[config.mk]
export PLATFORM = sky130hd
export DESIGN_NAME = trace_trigger_unit
export DESIGN_NICKNAME = d
export VERILOG_FILES = /design/src/rtl/trig_pkg.sv /design/src/rtl/trig_match.sv /design/src/rtl/trig_capture.sv /design/src/rtl/trace_fifo.sv /design/src/rtl/trace_trigger_unit.sv
export SDC_FILE = /design/constraint.sdc
export NUM_CORES = 1
export LEC_CHECK = 0
export CORE_ASPECT_RATIO = 0.9
export CORE_UTILIZATION = 50
export CTS_CLUSTER_DIAMETER = 80
export DETAILED_ROUTE_END_ITERATION = 8
export GPL_TIMING_DRIVEN = 0
export PLACE_DENSITY = 0.76
export SYNTH_ARGS = -nofsm -noshare
export SYNTH_HDL_FRONTEND = slang
export SYNTH_HIERARCHICAL = 1
export SYNTH_SLANG_ARGS = --single-unit
[constraint.sdc]
create_clock -name clk -period 5.95 [get_ports clk]
set_clock_uncertainty 0.15 [all_clocks]
set_input_delay 1.19 -clock clk [delete_from_list [all_inputs] [get_ports clk]]
set_output_delay 1.19 -clock clk [all_outputs]
set_load 0.005 [all_outputs]
[src/rtl/trig_pkg.sv]
package trig_pkg;
  typedef enum logic [2:0] {
    TM_NONE    = 3'd0,
    TM_EITHER  = 3'd1,
    TM_SEQ     = 3'd2,
    TM_INSIDE  = 3'd3,
    TM_OUTSIDE = 3'd4,
    TM_DATA_EQ = 3'd5,
    TM_DATA_NE = 3'd6
  } trig_mode_e;

  // bit 5 down to bit 0
  typedef struct packed {
    logic mem_any;
    logic brk_trig;
    logic stop_on_trig;
    logic brk_full;
    logic overwrite;
    logic loop_en;
  } trig_ctrl_t;

  localparam int CTRL_W = 6;
endpackage

[src/rtl/trig_match.sv]
module trig_match
  import trig_pkg::*;
#(
  parameter int AW = 16,
  parameter int DW = 8
) (
  input  logic          clk,
  input  logic          rst,
  input  logic          bus_valid,
  input  logic [AW-1:0] bus_addr,
  input  logic [DW-1:0] bus_data,
  input  logic          bus_exec,
  input  logic [AW-1:0] cmp_a,
  input  logic [AW-1:0] cmp_b,
  input  logic [DW-1:0] cmp_val,
  input  trig_mode_e    mode,
  input  logic          mem_any,
  output logic          hit_o,
  output logic          samp_valid_o,
  output logic [AW-1:0] samp_addr_o
);
  logic qual, eq_a, eq_b, armed_q, cond;

  assign qual = bus_valid && (mem_any || bus_exec);
  assign eq_a = qual && (bus_addr == cmp_a);
  assign eq_b = qual && (bus_addr == cmp_b);

  always_comb begin
    case (mode)
      TM_EITHER:  cond = eq_a || eq_b;
      TM_SEQ:     cond = eq_b && armed_q;
      TM_INSIDE:  cond = qual && (bus_addr >= cmp_a) && (bus_addr <= cmp_b);
      TM_OUTSIDE: cond = qual && ((bus_addr < cmp_a) || (bus_addr > cmp_b));
      TM_DATA_EQ: cond = eq_a && (bus_data == cmp_val);
      TM_DATA_NE: cond = eq_a && (bus_data != cmp_val);
      default:    cond = 1'b0;
    endcase
  end

  always_ff @(posedge clk) begin
    if (rst) begin
      hit_o        <= 1'b0;
      armed_q      <= 1'b0;
      samp_valid_o <= 1'b0;
      samp_addr_o  <= '0;
    end else begin
      hit_o        <= cond;
      armed_q      <= armed_q || (eq_a && (mode == TM_SEQ));
      samp_valid_o <= qual;
      samp_addr_o  <= bus_addr;
    end
  end

  // a trigger only follows a qualified bus cycle
  a_r6_qualified_hit: assert property (@(posedge clk) disable iff (rst)
    hit_o |-> $past(bus_valid && (mem_any || bus_exec)));
endmodule

[src/rtl/trig_capture.sv]
module trig_capture #(
  parameter int AW = 16
) (
  input  logic          clk,
  input  logic          rst,
  input  logic          hit,
  input  logic          samp_valid,
  input  logic [AW-1:0] samp_addr,
  input  logic          cap_all,
  input  logic          loop_en,
  input  logic          stop_on_trig,
  input  logic          brk_trig,
  input  logic          brk_full,
  input  logic          stored,
  input  logic          fill_evt,
  output logic          want,
  output logic          brk
);
  logic started_q, stopped_q, last_vld_q, window, dup;
  logic [AW-1:0] last_q;

  assign window = cap_all || (stop_on_trig ? !stopped_q : (started_q || hit));
  assign dup    = loop_en && last_vld_q && (samp_addr == last_q);
  assign want   = samp_valid && window && !dup;

  always_ff @(posedge clk) begin
    if (rst) begin
      started_q  <= 1'b0;
      stopped_q  <= 1'b0;
      last_vld_q <= 1'b0;
      last_q     <= '0;
      brk        <= 1'b0;
    end else begin
      started_q <= started_q || hit;
      stopped_q <= stopped_q || hit;
      if (stored) begin
        last_q     <= samp_addr;
        last_vld_q <= 1'b1;
      end
      brk <= brk || (hit && brk_trig) || (fill_evt && brk_full);
    end
  end

  // break request holds once raised
  a_r12_brk_sticky: assert property (@(posedge clk) disable iff (rst)
    $past(brk) |-> brk);
endmodule

[src/rtl/trace_fifo.sv]
module trace_fifo #(
  parameter int AW    = 16,
  parameter int DEPTH = 8,
  localparam int PW   = $clog2(DEPTH),
  localparam int CW   = $clog2(DEPTH + 1)
) (
  input  logic          clk,
  input  logic          rst,
  input  logic          wr_req,
  input  logic [AW-1:0] wr_addr,
  input  logic          ovw,
  input  logic          pop,
  output logic          accept,
  output logic          fill_evt,
  output logic [CW-1:0] count,
  output logic          full,
  output logic [AW-1:0] head,
  output logic          push_q,
  output logic [AW-1:0] push_addr_q
);
  logic [AW-1:0] mem [DEPTH];
  logic [PW-1:0] wr_ptr, rd_ptr;
  logic [CW-1:0] cnt_nx;
  logic pop_ok, drop_old;

  assign full     = (count == CW'(DEPTH));
  assign pop_ok   = pop && (count != '0);
  assign accept   = wr_req && (!full || pop_ok || ovw);
  assign drop_old = accept && full && !pop_ok;
  assign fill_evt = !full && (cnt_nx == CW'(DEPTH));
  assign head     = mem[rd_ptr];

  always_comb begin
    cnt_nx = count;
    if (accept && !drop_old) cnt_nx = cnt_nx + CW'(1);
    if (pop_ok)              cnt_nx = cnt_nx - CW'(1);
  end

  always_ff @(posedge clk) begin
    if (accept) mem[wr_ptr] <= wr_addr;
  end

  always_ff @(posedge clk) begin
    if (rst) begin
      wr_ptr      <= '0;
      rd_ptr      <= '0;
      count       <= '0;
      push_q      <= 1'b0;
      push_addr_q <= '0;
    end else begin
      if (accept) wr_ptr <= wr_ptr + PW'(1);
      if (pop_ok || drop_old) rd_ptr <= rd_ptr + PW'(1);
      count  <= cnt_nx;
      push_q <= accept;
      if (accept) push_addr_q <= wr_addr;
    end
  end

  // the fill count never exceeds the depth
  a_r10_count_bound: assert property (@(posedge clk) disable iff (rst)
    count <= CW'(DEPTH));
  // overwriting a full store leaves it full
  a_r10_ovw_stays_full: assert property (@(posedge clk) disable iff (rst)
    (full && wr_req && ovw && !pop) |=> full);
endmodule

[src/rtl/trace_trigger_unit.sv]
module trace_trigger_unit
  import trig_pkg::*;
#(
  parameter int AW    = 16,
  parameter int DW    = 8,
  parameter int DEPTH = 8,
  localparam int CW   = $clog2(DEPTH + 1)
) (
  input  logic          clk,
  input  logic          rst,
  input  logic          bus_valid,
  input  logic [AW-1:0] bus_addr,
  input  logic [DW-1:0] bus_data,
  input  logic          bus_exec,
  input  logic          cfg_we,
  input  logic [2:0]    cfg_sel,
  input  logic [AW-1:0] cfg_wdata,
  input  logic          fifo_pop,
  output logic          trig_hit,
  output logic          fifo_push,
  output logic [AW-1:0] fifo_addr,
  output logic [AW-1:0] fifo_head,
  output logic [CW-1:0] fifo_count,
  output logic          fifo_full,
  output logic          brk_req
);
  logic [AW-1:0] reg_a, reg_b;
  logic [DW-1:0] reg_cmp;
  trig_mode_e    reg_mode;
  trig_ctrl_t    reg_ctrl;

  always_ff @(posedge clk) begin
    if (rst) begin
      reg_a    <= '0;
      reg_b    <= '0;
      reg_cmp  <= '0;
      reg_mode <= TM_NONE;
      reg_ctrl <= '0;
    end else if (cfg_we) begin
      case (cfg_sel)
        3'd0:    reg_a    <= cfg_wdata;
        3'd1:    reg_b    <= cfg_wdata;
        3'd2:    reg_cmp  <= cfg_wdata[DW-1:0];
        3'd3:    reg_mode <= trig_mode_e'(cfg_wdata[2:0]);
        3'd4:    reg_ctrl <= trig_ctrl_t'(cfg_wdata[CTRL_W-1:0]);
        default: ;
      endcase
    end
  end

  logic          s_valid, want, accept, fill_evt;
  logic [AW-1:0] s_addr;

  trig_match #(.AW(AW), .DW(DW)) u_match (
    .clk(clk), .rst(rst),
    .bus_valid(bus_valid), .bus_addr(bus_addr), .bus_data(bus_data), .bus_exec(bus_exec),
    .cmp_a(reg_a), .cmp_b(reg_b), .cmp_val(reg_cmp),
    .mode(reg_mode), .mem_any(reg_ctrl.mem_any),
    .hit_o(trig_hit), .samp_valid_o(s_valid), .samp_addr_o(s_addr)
  );

  trig_capture #(.AW(AW)) u_cap (
    .clk(clk), .rst(rst),
    .hit(trig_hit), .samp_valid(s_valid), .samp_addr(s_addr),
    .cap_all(reg_mode == TM_NONE), .loop_en(reg_ctrl.loop_en),
    .stop_on_trig(reg_ctrl.stop_on_trig), .brk_trig(reg_ctrl.brk_trig),
    .brk_full(reg_ctrl.brk_full), .stored(accept), .fill_evt(fill_evt),
    .want(want), .brk(brk_req)
  );

  trace_fifo #(.AW(AW), .DEPTH(DEPTH)) u_fifo (
    .clk(clk), .rst(rst),
    .wr_req(want), .wr_addr(s_addr),
    .ovw(reg_ctrl.overwrite && !reg_ctrl.brk_full), .pop(fifo_pop),
    .accept(accept), .fill_evt(fill_evt),
    .count(fifo_count), .full(fifo_full), .head(fifo_head),
    .push_q(fifo_push), .push_addr_q(fifo_addr)
  );

  // consecutive stores never repeat an address while loop mode holds
  a_r9_loop_no_dup: assert property (@(posedge clk) disable iff (rst)
    (fifo_push && $past(fifo_push) && reg_ctrl.loop_en && $past(reg_ctrl.loop_en))
      |-> (fifo_addr != $past(fifo_addr)));
endmodule

==> metrics, run 1 <==
Worst R2R End u_cap/brk; Remaining DRCs 0; largest net degree at the start of global routing 16; compound-cell area share of the yosys netlist 3.73%; critical path launch point type flop; sequential area share after synthesis 58.6%; GRT Residual Overflow 0; post-synthesis mux area share 15.0%; WL/cell 18.1 um; syn avg cell area 13.1 um^2; RSZ-0062 raised after global routing no; CP Max Fanout 10; height of the die 140 um; synthesis-stage register bit count 246; Slew HR 39.5%; most common flop cell mapped by yosys edfxtp_1; clock sink total 246; core box area 0.0208 mm^2; wirelength, routed 22400 um; final setup TNS 0 ns; worst-case reg-to-reg path depth 14; Area growth, synth to finish 21.5%; Worst Path Required 4.61 ns; hpwl dp 15900 um; clk root buf clkbuf_16; drt initial violations 335; synthesized area 0.0106 mm^2; Hold Crit Class reg -> reg; I/O pin cnt 89; layout cell share with drive strength beyond 1 14.7%; Max Slew Vio Count 0; Final Cycle Share 68.9%; DIE AREA 0.0218 mm^2; most frequent cells in the layout 128 x edfxtp_1, 118 x dfxtp_1, 88 x clkdlybuf4s50_1; fmax 244 MHz; fin util 62.0%; I/O Buffers 88; Via-to-Cell Ratio 5.31; pwr dens 336 mW/mm^2; post-CTS sizing 0; Yosys top cell area share 36.3%; Final #Nets 1022; P_leak 4.56 nW; Synth Area in Adders 4.37%; Synth Warn # 6; num rows 50; hold_ws 0.304 ns; H-Tree Depth 1; critical path type reg -> out; Post-CTS Hold Buffers 0; cell taking the most area after synthesis edfxtp_1; Post-CTS Setup Bufs 0; DRT Pass-1 Iters 5; worst skew pair latency 0.53 ns; max-cap violations 0; first-pass GRT wire length 34900 um; Peak supply drop 0.189 mV; worst endpoint data arrival time 2.76 ns; clock buffer depth 3; CTS buffer count 25; Post-Synth Simple-Gate Area 12.2%; vias in the first global route 6565; Worst Setup EP fifo_head[5]; Worst Setup End Kind output pin; Worst R2R Setup Slack 1.92 ns; Synth area leaders edfxtp_1 36%, dfxtp_1 22%, mux4_2 6.8%; CTS clk-pin slew, worst paths 0.06 ns; starting density of the core 51.0%; fraction of registers with async set/reset 0%; CTS tree built; Setup-failing EPs final 0; Routed Antenna Nets 0; All-Layer GR Usage 21.0%; Die W 155 um; Vias 6582; Yosys cell types 59; antenna violations before repair 0; commonest non-fill, non-tap cell in the layout edfxtp_1; Hold Vio Cnt, Final 0; Final min period 4.10 ns; worst reg2reg path startpoint u_match/samp_addr_o[12]; run status completed; Total Power 4.32 mW; post-synthesis xor/xnor area fraction 2.96%; largest family of logic cells by synthesized area multiplexers; Least-Margin Pin Slew 0.902 ns; Post-Synthesis Cells 810; gpl congestion 0.813; Post-synth EDFFs 128; Post-Syn Nets 896; Antenna diodes 0
==> power breakdown <==
group	leakage [nW]	switching, mW	internal, mW	total, mW
registers	2.13	0.0589	1.83	1.89
logic	2.00	0.365	0.474	0.839
clock network	0.427	0.640	0.950	1.59
==> worst min-delay path by stage <==
stage	to	start	depth (start not counted)	slack [ns]
floorplan	u_cap/last_vld_q	u_cap/last_vld_q	2	0.28
detailed placement	u_fifo/push_addr_q[3]	u_fifo/push_addr_q[3]	2	0.30
global route	u_fifo/push_addr_q[3]	u_fifo/push_addr_q[3]	2	0.32
CTS	u_fifo/push_addr_q[3]	u_fifo/push_addr_q[3]	2	0.31
finish	u_fifo/push_addr_q[3]	u_fifo/push_addr_q[3]	2	0.30
global placement	u_cap/stopped_q	u_cap/stopped_q	2	0.30
==> cells by family after synthesis <==
| group | after synthesis |
|---|---|
| buffers and inverters | 76 |
| adder cells (fa/ha/maj) | 37 |
| AO/OA/AOI/OAI | 64 |
| AND/OR/NAND/NOR | 235 |
| XOR/XNOR | 35 |
| flip-flops | 246 |
| multiplexers | 117 |
==> final cells by class <==
cell class	count	area (um^2)
fill	1649	7900
sequential	246	6210
multi-input combinational	488	4090
timing repair buffer	99	1030
clock buffer	34	728
tap	286	358
buffer	35	178
inverter	41	154
clock inverter	11	126
==> stage by stage <==
| stage | instance area, um^2 | setup slack, ns | instances |
|---|---|---|---|
| final | 12900 | 1.85 | 1240 |
| after global routing | 12900 | 1.63 | 1240 |
| after CTS | 12900 | 1.82 | 1240 |
| after detailed placement | 12000 | 1.71 | 1195 |
| after global placement | 11800 | 0.314 | 1184 |
| after floorplan | 10600 | 2.22 | 810 |
==> registers in the layout, summed over array words and instances, names as in the netlist, 6 cells and up, named ones only <==
register             count
u_fifo/mem             128
u_fifo/push_addr_q      16
reg_b                   16
reg_ctrl                 6
u_cap/last_q            16
reg_cmp                  8
reg_a                   16
u_match/samp_addr_o     16
==> cells in the mapped netlist, types with 2 or more instances <==
| cell | count |
|---|---|
| nand3b_1 | 3 |
| buf_1 | 2 |
| nor2_1 | 45 |
| nand4_1 | 13 |
| mux2_2 | 17 |
| edfxtp_1 | 128 |
| a21o_1 | 2 |
| a221oi_1 | 2 |
| nand3_1 | 7 |
| dfxtp_1 | 118 |
| nor3_1 | 8 |
| ha_1 | 37 |
| a21oi_1 | 34 |
| nand4b_1 | 3 |
| mux4_2 | 32 |
| nor4b_1 | 2 |
| buf_2 | 9 |
| nor4_1 | 3 |
| nand2b_1 | 69 |
| xor2_1 | 4 |
| xnor2_1 | 30 |
| buf_4 | 3 |
| o21ai_0 | 10 |
| mux2i_1 | 68 |
| o211ai_1 | 2 |
| inv_1 | 40 |
| nor2b_1 | 18 |
| nand2_1 | 50 |
| clkbuf_1 | 19 |
| nand4bb_1 | 3 |
==> per-layer routing <==
metal	vias to the layer above	wire length, um	track usage, %
met5	-	0	0
met4	0	432	5.93
met3	26	1100	3.31
met2	184	11100	36.2
met1	3212	9860	27.4
li1	3160	-	-
==> critical path, cell delays in order, from the launching register on <==
cell	delay [ns]
dfxtp_1	0.44
clkbuf_1	0.61
mux4_2	0.42
mux2_2	0.31
clkdlybuf4s50_1	0.45
Power figures use the tool's default switching activity.
==> run 2, diff against run 1 <==
PLACE_DENSITY = 0.79   (was 0.76)
clock period = 3.5 ns   (was 5.95 ns; I/O delays follow)
==> metrics, run 2 (synthesis results as in run 1) <==
run status completed; WL/cell 18.0 um (-0.76%); Vias 6528 (-0.82%); worst setup margin 0.0475 ns (-1.80 ns); wirelength, routed 22400 um (-0.12%); worst reg2reg path startpoint u_cap/last_q[12]; worst-case reg-to-reg path depth 14 (unchanged); I/O pin cnt 89 (unchanged); dpl ws -0.639 ns (-2.35 ns); Hold Crit Class reg -> reg; largest stage delay on the critical path 0.42 ns (-0.19 ns); Most flops, register u_fifo/mem; hold path depth 2 (unchanged); final non-filler cell total 1248 (+0.65%); most frequent cells in the layout 128 x edfxtp_1, 104 x dfxtp_1, 88 x clkdlybuf4s50_1; hold path startpoint u_fifo/push_addr_q[10]; H-Tree Depth 1 (unchanged); Via-to-Cell Ratio 5.23 (-1.5%); P_leak 4.65 nW (+2.0%); Routed Antenna Nets 0 (unchanged); Least-Margin Pin Slew 0.965 ns (+0.0633 ns); Area growth, synth to finish 23.8%; CP Max Fanout 3 (-7); GRT Residual Overflow 0 (unchanged); CTS buffer count 24 (-4.0%); Worst Path Required 3.73 ns (-0.88 ns); Remaining DRCs 0 (unchanged); critical path launch point type flop; hold_ws 0.310 ns (+0.00621 ns); clock sink total 246 (unchanged); Max Slew Vio Count 0 (unchanged); core box area 0.0208 mm^2 (unchanged); Peak supply drop 0.347 mV (+83%); Setup-failing EPs final 0 (unchanged); max-cap violations 0 (unchanged); first-pass GRT wire length 34600 um (-0.85%); dpl cells 1191 (-0.33%); Final #Nets 1031 (+0.88%); clk root buf clkbuf_16; clock buffer depth 3 (unchanged); crit-path cells xnor2_2 -> nand4_1 -> nor4_4 -> a41oi_4 -> o21ai_2 -> mux2i_1 -> ha_2 -> nand2_1 -> a211o_2 -> a21oi_2 -> and4b_1 -> o2111a_1 -> a221oi_2 -> nor2_1; critical path type reg -> reg; Hold Vio Cnt, Final 0 (unchanged); fin util 63.2% (+1.2 points); hpwl dp 15500 um (-2.5%); num rows 50 (unchanged); CTS clk-pin slew, worst paths 0.06 ns (about the same); slowest CP cell nor4_4; Die W 155 um (unchanged); antenna violations before repair 0 (unchanged); vias in the first global route 6483 (-1.2%); number of flip-flops in the largest register 128 (unchanged); commonest non-fill, non-tap cell in the layout edfxtp_1; WHS Endpoint u_fifo/push_addr_q[10]; I/O Buffers 88 (unchanged); gpl congestion 0.821 (+0.96%); final setup TNS 0 ns (unchanged); starting density of the core 51.0% (unchanged); DIE AREA 0.0218 mm^2 (unchanged); Final Cycle Share 98.6%; height of the die 140 um (unchanged); RSZ-0062 raised after global routing yes; Antenna diodes 0 (unchanged); filler instances 1607 (-2.5%); Slew HR 35.6% (-4.0 points); worst endpoint data arrival time 3.68 ns (+0.92 ns); DRT Pass-1 Iters 7 (+2); layout cell share with drive strength beyond 1 18.4% (+3.7 points); fmax 290 MHz; pwr dens 571 mW/mm^2 (+70%); Worst R2R Setup Slack 0.05 ns (-1.87 ns); Worst R2R End u_cap/brk; All-Layer GR Usage 20.7% (-0.28 points); CTS tree built; largest net degree at the start of global routing 17 (+1); Worst Setup End Kind flop; Final min period 3.45 ns; drt initial violations 357 (+6.6%); worst skew pair latency 0.52 ns (about the same)
==> run 2: how the worst max path moves through the flow <==
stage	start	to	slack, ns	depth (start not counted)
final	u_cap/last_q[12]	u_cap/brk	0.05	14
after global routing	u_cap/last_q[12]	u_cap/brk	-0.08	14
after CTS	u_match/samp_addr_o[6]	u_cap/brk	0.006	14
after detailed placement	u_match/samp_addr_o[15]	u_cap/brk	-0.64	14
after global placement	u_match/samp_addr_o[15]	u_fifo/mem[1][12]	-1.23	9
after floorplan	u_match/samp_addr_o[5]	u_fifo/mem[1][0]	0.14	9
==> run 2: per-layer routing <==
metal	track usage [%]	routed length, um	part of all wire, %	up-vias
met4	5.57	507	2.3	0
met2	36.2	11300	50	161
li1	-	-	-	3180
met3	2.66	911	4.1	37
met1	27.2	9700	43	3150
met5	0	0	0	-
==> run 2: per-stage QoR <==
step / cell area (um^2) / total power, mW
6_report: 13100 / 7.49
3_5_place_dp: 12000 / 4.71
4_1_cts: 12900 / 7.51
3_3_place_gp: 11800 / 4.67
5_1_grt: 13100 / 7.78
2_1_floorplan: 10600 / 4.20
==> run 2: report_power, final <==
part,internal (mW),total [mW],switching [mW]
combinational,0.849,1.50,0.654
clock,1.73,2.78,1.05
sequential,3.11,3.20,0.0911
==> run 2: repair_timing <==
item / 4_1_cts / 5_1_grt
resized for setup: 31 / 22
endpoints found under the setup margin: 42 / 8
pin swaps: 2 / 6
hold buffers: 0 / 0
buffers inserted: 1 / 13
==> run 2: cell type report <==
class	count	area [um^2]	area share, %
clock inverter	13	200	1.53
clock buffer	30	673	5.13
multi-input combinational	488	4200	32.0
tap	286	358	2.73
buffer	35	203	1.55
inverter	41	154	1.17
sequential	246	6260	47.7
timing repair buffer	109	1080	8.20
==> run 2: critical path, delay by kind of cell, from the launching register on <==
kind | cells | cell delay [ns]
AO/OA/AOI/OAI | 6 | 1.24
XOR/XNOR | 1 | 0.14
adder cells (fa/ha/maj) | 1 | 0.20
flip-flops | 1 | 0.39
multiplexers | 1 | 0.27
AND/OR/NAND/NOR | 5 | 0.93
==> run 3, diff against run 2 <==
CTS_BUF_LIST = sky130_fd_sc_hd__clkbuf_2 sky130_fd_sc_hd__clkbuf_4 sky130_fd_sc_hd__clkbuf_8   (was default)
==> metrics, run 3 (synthesis results as in run 1) <==
run status completed; wirelength, routed 22100 um (-1.4%); Via-to-Cell Ratio 5.19 (-0.83%); clock buffer depth 3 (unchanged); most frequent cells in the layout 128 x edfxtp_1, 104 x dfxtp_1, 88 x clkdlybuf4s50_1; CP Max Fanout 3 (unchanged); worst skew pair latency 0.53 ns (about the same); Hold Crit Class reg -> reg; starting density of the core 51.0% (unchanged); Peak supply drop 0.285 mV (-18%); Routed Antenna Nets 0 (unchanged); hold_ws 0.308 ns (-0.00183 ns); hold path startpoint u_fifo/push_addr_q[10]; RSZ-0062 raised after global routing yes; max-cap violations 0 (unchanged); first-pass GRT wire length 34200 um (-1.3%); DRT Pass-1 Iters 5 (-2); hpwl dp 15500 um (unchanged); layout cell share with drive strength beyond 1 20.9% (+2.5 points); Final min period 3.43 ns (-0.0209 ns); worst reg2reg path startpoint u_cap/last_q[12]; WL/cell 17.3 um (-3.6%); largest stage delay on the critical path 0.41 ns (about the same); Max Slew Vio Count 0 (unchanged); Total Power 7.46 mW (-0.34%); critical path type reg -> reg; hold path depth 2 (unchanged); Final #Nets 1046 (+1.5%); WHS Endpoint u_fifo/push_addr_q[10]; Hold Vio Cnt, Final 0 (unchanged); drt initial violations 393 (+10%); worst setup margin 0.0684 ns (+0.0209 ns); I/O pin cnt 89 (unchanged); dpl ws -0.639 ns (unchanged); largest net degree at the start of global routing 17 (unchanged); H-Tree Depth 2 (+1); DIE AREA 0.0218 mm^2 (unchanged); num rows 50 (unchanged); Most flops, register u_fifo/mem; Setup-failing EPs final 0 (unchanged); P_leak 4.70 nW (+1.1%); worst endpoint data arrival time 3.67 ns (about the same); clock sink total 246 (unchanged); Antenna diodes 0 (unchanged); Least-Margin Pin Slew 0.953 ns (-0.0125 ns); All-Layer GR Usage 20.5% (-0.24 points); CTS buffer count 39 (+63%); GRT Residual Overflow 0 (unchanged); worst-case reg-to-reg path depth 14 (unchanged); core box area 0.0208 mm^2 (unchanged); critical path launch point type flop; Remaining DRCs 0 (unchanged); commonest non-fill, non-tap cell in the layout edfxtp_1; gpl congestion 0.821 (unchanged); antenna violations before repair 0 (unchanged); Post-CTS Hold Buffers 0 (unchanged); vias in the first global route 6520 (+0.57%); height of the die 140 um (unchanged); Worst Path Required 3.74 ns (about the same); Worst Setup End Kind flop; Vias 6624 (+1.5%); I/O Buffers 88 (unchanged); Final Cycle Share 98.0% (-0.60 points); crit-path cells xnor2_1 -> nand4_1 -> nor4_4 -> a41oi_4 -> o21ai_2 -> mux2i_1 -> ha_2 -> nand2_1 -> a211o_2 -> a21oi_2 -> and4b_1 -> o2111a_1 -> a221oi_2 -> nor2_1; Worst R2R End u_cap/brk; Die W 155 um (unchanged); slowest CP cell nor4_4; CTS tree built; CTS clk-pin slew, worst paths 0.06 ns (about the same); Slew HR 35.6% (about the same); number of flip-flops in the largest register 128 (unchanged); Area growth, synth to finish 23.9%; Worst R2R Setup Slack 0.07 ns (+0.02 ns); fmax 291 MHz (+0.61%); pwr dens 568 mW/mm^2 (-0.45%); clk root buf clkbuf_8
## run 3: changes by cell type in the layout (fill, tap and decap cells not counted), sizes merged
cell | before | now
clkinv | 7 | 9
inv | 41 | 43
clkbuf | 49 | 74
bufinv | 5 | 4
clkinvlp | 1 | 2
## run 3: area by class of cell
type / instances / area [um^2]
Timing Repair Buffer: 109 / 1080
Clock buffer: 55 / 713
Tap cell: 286 / 358
Buffer: 35 / 203
Sequential cell: 246 / 6260
Inverter: 41 / 154
Clock inverter: 17 / 203
Fill cell: 1616 / 7640
Multi-Input combinational cell: 488 / 4170
## run 3: worst max-delay path, delay by kind of cell, from the launching register on
kind | cells | cell delay, ns
AOI/OAI and AO/OA | 6 | 1.25
xor gates and xnor gates | 1 | 0.18
adders and majority gates | 1 | 0.20
DFF | 1 | 0.32
muxes | 1 | 0.27
and+or+nand+nor | 5 | 0.90
## run 3: timing repair
action	CTS	global route
buffers inserted	1	13
endpoints found under the setup margin	50	32
resized for setup	30	20
pin swaps	2	5
hold endpoints to repair	0	0
## run 3: where the power goes
part | switching [mW] | internal, mW
logic | 0.645 | 0.848
registers | 0.0901 | 3.11
clock network | 1.13 | 1.63
total | 1.86 | 5.60
## run 3: through the flow
stage          util, %  instance area, um^2  cells  setup TNS [ns]
2_1_floorplan        -                10600    810               0
3_3_place_gp      57.0                11800   1184         -103.34
3_5_place_dp      57.6                12000   1191           -4.71
4_1_cts           62.5                13000   1264               0
5_1_grt           63.2                13100   1277          -0.883
6_report          63.2                13100   1277               0
## run 3: how the worst max path moves through the flow
stage,endpoint,depth (start not counted),slack [ns],start
3_5_place_dp,u_cap/brk,14,-0.64,u_match/samp_addr_o[15]
4_1_cts,u_cap/brk,14,0.003,u_match/samp_addr_o[6]
5_1_grt,u_cap/brk,14,-0.06,u_fifo/count[0]
3_3_place_gp,u_fifo/mem[1][12],9,-1.23,u_match/samp_addr_o[15]
2_1_floorplan,u_fifo/mem[1][0],9,0.14,u_match/samp_addr_o[5]
6_report,u_cap/brk,14,0.07,u_cap/last_q[12]
## run 3: routing by layer
layer	vias to the layer above	GRT usage [%]	wire length, um
met4	0	6.76	428
met5	-	0	0
met3	40	3.50	1250
met1	3168	26.5	9470
met2	195	34.9	11000
li1	3221	-	-
